<file path="src/rtl/sram_ctrl_pkg.sv">
package sram_ctrl_pkg;

  typedef enum logic [2:0] {
    ST_IDLE,
    ST_WSETUP,
    ST_WWAITZ,
    ST_WDRIVE,
    ST_WRECOV,
    ST_RSETUP,
    ST_RACCESS,
    ST_RRELEASE
  } ctrl_state_t;

  // nanoseconds to clock cycles, rounded up
  function automatic int ns2cyc(input int ns, input int period);
    return (ns + period - 1) / period;
  endfunction

  function automatic int imax(input int a, input int b);
    return (a > b) ? a : b;
  endfunction

endpackage

</file>
<file path="src/rtl/sram_rst_sync.sv">
module sram_rst_sync #(
  parameter int STAGES = 2
) (
  input  logic clk,
  input  logic rst_n,
  output logic rst_n_sync
);

  logic [STAGES-1:0] sync_q;

  always_ff @(posedge clk or negedge rst_n) begin
    if (!rst_n) begin
      sync_q <= '0;
    end else begin
      sync_q <= {sync_q[STAGES-2:0], 1'b1};
    end
  end

  assign rst_n_sync = sync_q[STAGES-1];

endmodule

</file>
<file path="src/rtl/sram_phase_timer.sv">
module sram_phase_timer #(
  parameter int CNT_W = 3
) (
  input  logic             clk,
  input  logic             rst_n,
  input  logic             load,
  input  logic [CNT_W-1:0] load_val,
  output logic             zero
);

  logic [CNT_W-1:0] cnt_q;
  logic [CNT_W-1:0] cnt_nx;
  logic             cnt_en;

  always_comb begin
    cnt_en = load || (cnt_q != '0);
    cnt_nx = load ? load_val : (cnt_q - CNT_W'(1));
  end

  always_ff @(posedge clk or negedge rst_n) begin
    if (!rst_n) begin
      cnt_q <= '0;
    end else if (cnt_en) begin
      cnt_q <= cnt_nx;
    end
  end

  assign zero = (cnt_q == '0);

endmodule

</file>
<file path="src/rtl/sram_ctrl_fsm.sv">
module sram_ctrl_fsm
  import sram_ctrl_pkg::*;
#(
  parameter int CNT_W   = 3,
  parameter int SETUP_C = 1,
  parameter int WZ_C    = 2,
  parameter int DRV_C   = 4,
  parameter int REC_C   = 1,
  parameter int ACC_C   = 4,
  parameter int REL_C   = 2
) (
  input  logic             clk,
  input  logic             rst_n,
  input  logic             req,
  input  logic             we,
  input  logic             tzero,
  output logic             load,
  output logic [CNT_W-1:0] load_val,
  output logic             accept,
  output logic             capture,
  output logic             ack,
  output logic             cs_n,
  output logic             we_n,
  output logic             oe_n,
  output logic             dq_oe
);

  ctrl_state_t state_q;
  ctrl_state_t state_nx;
  logic        ack_nx;
  logic        cs_n_nx;
  logic        we_n_nx;
  logic        oe_n_nx;
  logic        dq_oe_nx;

  // next-state logic
  always_comb begin
    state_nx = state_q;
    accept   = 1'b0;
    capture  = 1'b0;
    unique case (state_q)
      ST_IDLE: begin
        if (req && !ack) begin
          accept   = 1'b1;
          state_nx = we ? ST_WSETUP : ST_RSETUP;
        end
      end
      ST_WSETUP:   if (tzero) state_nx = ST_WWAITZ;
      ST_WWAITZ:   if (tzero) state_nx = ST_WDRIVE;
      ST_WDRIVE:   if (tzero) state_nx = ST_WRECOV;
      ST_WRECOV:   if (tzero) state_nx = ST_IDLE;
      ST_RSETUP:   if (tzero) state_nx = ST_RACCESS;
      ST_RACCESS: begin
        if (tzero) begin
          capture  = 1'b1;
          state_nx = ST_RRELEASE;
        end
      end
      ST_RRELEASE: if (tzero) state_nx = ST_IDLE;
      default:     state_nx = ST_IDLE;
    endcase
  end

  // phase length loaded on every state entry
  always_comb begin
    load = (state_nx != state_q);
    unique case (state_nx)
      ST_WSETUP,
      ST_RSETUP:   load_val = CNT_W'(SETUP_C - 1);
      ST_WWAITZ:   load_val = CNT_W'(WZ_C - 1);
      ST_WDRIVE:   load_val = CNT_W'(DRV_C - 1);
      ST_WRECOV:   load_val = CNT_W'(REC_C - 1);
      ST_RACCESS:  load_val = CNT_W'(ACC_C - 1);
      ST_RRELEASE: load_val = CNT_W'(REL_C - 1);
      default:     load_val = '0;
    endcase
  end

  // strobes decoded from the next state so they leave registers
  always_comb begin
    ack_nx   = (state_nx == ST_IDLE) && (state_q != ST_IDLE);
    cs_n_nx  = (state_nx == ST_IDLE) || (state_nx == ST_WRECOV) ||
               (state_nx == ST_RRELEASE);
    we_n_nx  = !((state_nx == ST_WWAITZ) || (state_nx == ST_WDRIVE));
    oe_n_nx  = (state_nx != ST_RACCESS);
    dq_oe_nx = (state_nx == ST_WDRIVE) || (state_nx == ST_WRECOV);
  end

  always_ff @(posedge clk or negedge rst_n) begin
    if (!rst_n) begin
      state_q <= ST_IDLE;
      ack     <= 1'b0;
      cs_n    <= 1'b1;
      we_n    <= 1'b1;
      oe_n    <= 1'b1;
      dq_oe   <= 1'b0;
    end else begin
      state_q <= state_nx;
      ack     <= ack_nx;
      cs_n    <= cs_n_nx;
      we_n    <= we_n_nx;
      oe_n    <= oe_n_nx;
      dq_oe   <= dq_oe_nx;
    end
  end

endmodule

</file>
<file path="src/rtl/sram_ctrl_datapath.sv">
module sram_ctrl_datapath #(
  parameter int ADDR_W = 15,
  parameter int DATA_W = 8
) (
  input  logic              clk,
  input  logic              rst_n,
  input  logic              accept,
  input  logic              capture,
  input  logic [ADDR_W-1:0] addr,
  input  logic [DATA_W-1:0] wdata,
  input  logic [DATA_W-1:0] dq_in,
  output logic [ADDR_W-1:0] sram_addr,
  output logic [DATA_W-1:0] dq_out,
  output logic [DATA_W-1:0] rdata
);

  always_ff @(posedge clk or negedge rst_n) begin
    if (!rst_n) begin
      sram_addr <= '0;
      dq_out    <= '0;
    end else if (accept) begin
      sram_addr <= addr;
      dq_out    <= wdata;
    end
  end

  always_ff @(posedge clk or negedge rst_n) begin
    if (!rst_n) begin
      rdata <= '0;
    end else if (capture) begin
      rdata <= dq_in;
    end
  end

endmodule

</file>
<file path="src/rtl/sram_async_ctrl.sv">
module sram_async_ctrl
  import sram_ctrl_pkg::*;
#(
  parameter int ADDR_W        = 15,
  parameter int DATA_W        = 8,
  parameter int CLK_PERIOD_NS = 10,
  parameter int T_AS_NS       = 0,
  parameter int T_WP_NS       = 45,
  parameter int T_DS_NS       = 35,
  parameter int T_WZ_NS       = 15,
  parameter int T_WGAP_NS     = 5,
  parameter int T_WC_NS       = 50,
  parameter int T_AA_NS       = 50,
  parameter int T_ACS_NS      = 50,
  parameter int T_OE_NS       = 20,
  parameter int T_OHZ_NS      = 15,
  parameter int T_CHZ_NS      = 20,
  parameter int T_RC_NS       = 50
) (
  input  logic              clk,
  input  logic              rst_n,
  input  logic              req,
  input  logic              we,
  input  logic [ADDR_W-1:0] addr,
  input  logic [DATA_W-1:0] wdata,
  output logic [DATA_W-1:0] rdata,
  output logic              ack,
  output logic [ADDR_W-1:0] sram_addr,
  output logic              sram_cs_n,
  output logic              sram_we_n,
  output logic              sram_oe_n,
  output logic [DATA_W-1:0] sram_dq_out,
  input  logic [DATA_W-1:0] sram_dq_in,
  output logic              sram_dq_oe
);

  localparam int P       = CLK_PERIOD_NS;
  localparam int SETUP_C = imax(1, ns2cyc(T_AS_NS, P));
  localparam int WZ_C    = imax(1, ns2cyc(T_WZ_NS, P));
  localparam int DRV_C   = imax(1, imax(ns2cyc(T_DS_NS, P),
                                        ns2cyc(T_WP_NS, P) - WZ_C));
  localparam int REC_C   = imax(1, imax(ns2cyc(T_WGAP_NS, P),
                                        ns2cyc(T_WC_NS, P) - SETUP_C - WZ_C - DRV_C));
  localparam int ACC_C   = imax(1, imax(ns2cyc(T_OE_NS, P),
                                        imax(ns2cyc(T_AA_NS, P), ns2cyc(T_ACS_NS, P)) - SETUP_C));
  localparam int REL_C   = imax(1, imax(imax(ns2cyc(T_CHZ_NS, P), ns2cyc(T_OHZ_NS, P)),
                                        ns2cyc(T_RC_NS, P) - SETUP_C - ACC_C));
  localparam int MAX_C   = imax(imax(imax(SETUP_C, WZ_C), imax(DRV_C, REC_C)),
                                imax(ACC_C, REL_C));
  localparam int CNT_W   = imax(1, $clog2(MAX_C));

  logic             rst_n_int;
  logic             tzero;
  logic             load;
  logic [CNT_W-1:0] load_val;
  logic             accept;
  logic             capture;

  sram_rst_sync #(.STAGES(2)) rst_sync_i (
    .clk        (clk),
    .rst_n      (rst_n),
    .rst_n_sync (rst_n_int)
  );

  sram_phase_timer #(.CNT_W(CNT_W)) timer_i (
    .clk      (clk),
    .rst_n    (rst_n_int),
    .load     (load),
    .load_val (load_val),
    .zero     (tzero)
  );

  sram_ctrl_fsm #(
    .CNT_W   (CNT_W),
    .SETUP_C (SETUP_C),
    .WZ_C    (WZ_C),
    .DRV_C   (DRV_C),
    .REC_C   (REC_C),
    .ACC_C   (ACC_C),
    .REL_C   (REL_C)
  ) fsm_i (
    .clk      (clk),
    .rst_n    (rst_n_int),
    .req      (req),
    .we       (we),
    .tzero    (tzero),
    .load     (load),
    .load_val (load_val),
    .accept   (accept),
    .capture  (capture),
    .ack      (ack),
    .cs_n     (sram_cs_n),
    .we_n     (sram_we_n),
    .oe_n     (sram_oe_n),
    .dq_oe    (sram_dq_oe)
  );

  sram_ctrl_datapath #(.ADDR_W(ADDR_W), .DATA_W(DATA_W)) dp_i (
    .clk       (clk),
    .rst_n     (rst_n_int),
    .accept    (accept),
    .capture   (capture),
    .addr      (addr),
    .wdata     (wdata),
    .dq_in     (sram_dq_in),
    .sram_addr (sram_addr),
    .dq_out    (sram_dq_out),
    .rdata     (rdata)
  );

endmodule

</file>
<file path="config.mk">
export PLATFORM = sky130hd
export DESIGN_NAME = sram_async_ctrl
export DESIGN_NICKNAME = d
export VERILOG_FILES = /design/src/rtl/sram_ctrl_pkg.sv /design/src/rtl/sram_rst_sync.sv /design/src/rtl/sram_phase_timer.sv /design/src/rtl/sram_ctrl_fsm.sv /design/src/rtl/sram_ctrl_datapath.sv /design/src/rtl/sram_async_ctrl.sv
export SDC_FILE = /design/constraint.sdc
export NUM_CORES = 1
export LEC_CHECK = 0
export ABC_CLOCK_PERIOD_IN_PS = 1700
export BUFFER_PORTS_ARGS = -buffer_cell sky130_fd_sc_hd__buf_2
export CORE_MARGIN = 4
export CORE_UTILIZATION = 50
export CTS_BUF_LIST = sky130_fd_sc_hd__clkbuf_2 sky130_fd_sc_hd__clkbuf_4 sky130_fd_sc_hd__clkbuf_8
export DETAILED_ROUTE_END_ITERATION = 6
export PLACE_DENSITY_LB_ADDON = 0.25
export SETUP_SLACK_MARGIN = 0.05
export SLEW_MARGIN = 20
export SYNTH_ARGS = -nofsm -noshare
export SYNTH_HDL_FRONTEND = slang
export SYNTH_SLANG_ARGS = --single-unit
</file>
<file path="constraint.sdc">
create_clock -name clk -period 1.7 [get_ports clk]
set_input_delay 0.085 -clock clk [delete_from_list [all_inputs] [get_ports clk]]
set_output_delay 0.085 -clock clk [all_outputs]
set_load 0.005 [all_outputs]
</file>
==> results.md <==
- Vias in the first global route: 1485
- CTS tree: built
- Worst Clk Skew: 0.01369 ns
- Post-Route Setup TNS: 0 ns
- Fin. Hold Viols: 0
- Ys flop type: dfrtp_1
- HPWL Detailed: 2764 µm
- Hold Path Class: flop to async pin
- DRC viols: 0
- Setup slack, reg-to-reg: 0.19 ns
- Crit Path Class: flop to flop
- Commonest cells after routing, fill and taps aside: 70 x buf_2, 40 x dfrtp_1, 34 x dlygate4sd3_1, 19 x mux2_4, 12 x mux2_2
- Rows: 21
- Power Total: 0.004369 W
- Yosys top cell by area: dfrtp_1
- Final slew viol count: 0
- Gr ovfl total: 0
- Placeable Area: 3416 µm²
- Via count: 1356
- Pwr Density: 1644 nW/µm²
- Die Y: 68.16 µm
- I/O Buffers: 70
- CP max stage cell: dfrtp_1
- CTS sink cnt: 43
- Total leakage power: 1.360 nW
- Max Clk Rate: 662.1 MHz
- CTS Buffer Depth: 2
- # diodes: 0
- Worst path required time: 1.96 ns
- FILL cells: 221
- Cell area after synthesis: 1809 µm²
- CP delay by family, top: simple AND/OR/NAND/NOR gates
- Top-area cell type share of the netlist area: 55.33%
- Vias per Instance: 4.809
- Crit path max fanout: 13
- RSZ-0062 raised after global routing: no
- TritonCTS buffer count: 5
- Top cells by area, synth: dfrtp_1 55%, mux2_4 16%, mux2_2 7.5%, dfstp_2 4.4%, o21ai_0 1.9%
- Slowest stage delay, CP: 0.52 ns
- Final Cycle Share: 88.84%
- Post-Synthesis Cells: 124
- Starting density of the core: 52.97%
- # H-tree levels: 2
- Most common cell after layout, fill and taps aside: buf_2
- Clock transition at path regs: 0.13 ns
- Worst path arrival time: 1.77 ns
- I/O Pins: 71
- Minimum clock period: 1.510 ns
- CP startpoint kind: flop
- Total track usage: 20.93%
- DRT iter0 DRCs: 36
- Post-synth EDFFs: 0
- Status: finished clean
- Yosys warnings: 0
- Setup crit end kind: flop
- Wire length per cell: 14.92 µm
- Layout area overhead: 46.89%
- Largest net degree at the start of global routing: 27
- First-pass GRT wire length: 6996 µm
- Initial antenna violation count: 0
- Die area: 4645 µm²
- # placed instances: 240
- Clk Latency, worst-skew pair: 0.36 ns
- Die width: 68.16 µm
- Max-cap violations: 0
- Root buffer cell: clkbuf_4
- Drt first pass iters: 4
- Post-route insts no fill: 282
- Final setup viols: 0
- Layout cells sized above 1: 51.27%
- Nets: 271
- Critical-path cell list: and2b_1 -> nand3_2 -> mux2_2
- Sequential area share after synthesis: 59.68%
- Routability congestion estimate: 0.7246
- VDD IR max: 1.180 mV
- Detail Route Antenna Nets: 0
- Post-synth ARST share: 100.0%
- FF+latch count, synth: 43
- Wirelength, routed: 4207 µm
- WP buf/inv: 0
- Avg Cell Area, Syn: 14.59 µm²
- Distinct cell type count after synthesis: 33
- Setup Buffers After CTS: 0
- Syn Nets: 160
==> cell usage after synthesis, types with 2 or more instances <==
library cell	n
o21ai_0	7
nand2_1	4
nor2b_1	2
and2b_1	2
dfrtp_1	40
mux2_4	19
nor2_1	4
mux2_2	12
nand2b_1	2
dfstp_2	3
nand3_1	2
inv_1	3
buf_6	2
clkbuf_1	3
==> metrics by stage <==
stage,worst slack (ns),instance area [µm²],utilization [%],hold WS [ns]
floorplan,0.3606,1809,-,-0.2106
global placement,0.2530,2236,65.46,-0.1237
detailed placement,0.2018,2236,65.46,-0.1218
CTS,0.1939,2658,77.80,0.2180
global route,0.08850,2658,77.80,0.2398
finish,0.1897,2658,77.80,0.2095
==> final timing paths <==
kind | from | cells after the start | endpoint
max in group asynchronous | rst_n | 3 | rst_sync_i.sync_q[0]
max | fsm_i.state_q[0] | 3 | dp_i.rdata[1]
min reg2reg | rst_sync_i.sync_q[1] | 1 | dp_i.sram_addr[4]
min | rst_sync_i.sync_q[1] | 1 | dp_i.sram_addr[4]
min in group clk | req | 4 | fsm_i.state_q[2]
max reg2reg | fsm_i.state_q[0] | 3 | dp_i.rdata[1]
==> worst reg2reg max path: stages, from the launching register on <==
cell and delay [ns]:
dfrtp_1 0.52, and2b_1 0.34, nand3_2 0.22, mux2_2 0.34
==> state kept, by name (all words and copies together) (netlist names) <==
| signal | flops |
|---|---|
| dp_i.dq_out | 8 |
| dp_i.rdata | 8 |
| dp_i.sram_addr | 15 |
| fsm_i.ack | 1 |
| fsm_i.cs_n | 1 |
| fsm_i.dq_oe | 1 |
| fsm_i.oe_n | 1 |
| fsm_i.state_q | 3 |
| fsm_i.we_n | 1 |
| rst_sync_i.sync_q | 2 |
| timer_i.cnt_q | 2 |
==> area by class of cell <==
cell class	instances	area (µm²)	area share (%)
multi-input combinational	72	679.4	25.56
timing repair buffer	110	748.2	28.15
clock inverter	3	43.79	1.648
clock buffer	5	37.54	1.412
sequential	43	1080	40.63
tap	46	57.56	2.166
inverter	3	11.26	0.4237
==> per-layer routing <==
metal / vias to the layer above / GRT usage [%] / part of all wire, %
met5: - / 0 / 0
met2: 54 / 35.74 / 52
met1: 646 / 24.07 / 39
met3: 6 / 7.225 / 7.3
li1: 650 / - / -
met4: 0 / 7.940 / 1.1
==> report_power, final <==
group	internal, W	total [W]	leakage, nW	switching (W)
Sequential	0.00154	0.00184	0.509	0.000306
Clock	0.000310	0.000645	0.0452	0.000336
Combinational	0.00113	0.00188	0.806	0.000754
Total	0.00297	0.00437	1.36	0.00140
==> logic make-up after synthesis <==
logic type | Yosys count | share of synthesized area [%]
buffers and inverters | 9 | 2.766
muxes | 32 | 23.79
adders and majority gates | 1 | 0.6915
AOI/OAI and AO/OA | 12 | 3.942
and+or+nand+nor | 25 | 8.437
xor gates and xnor gates | 1 | 0.4842
other | 1 | 0.2073
DFF | 43 | 59.68
==> repair_timing <==
action | in CTS | in global routing
hold endpoints to repair | 34 | 0
endpoints found under the setup margin | 0 | 0
resized for setup | 0 | 0
hold buffers | 34 | 0
(Power assumes the default switching activity.)
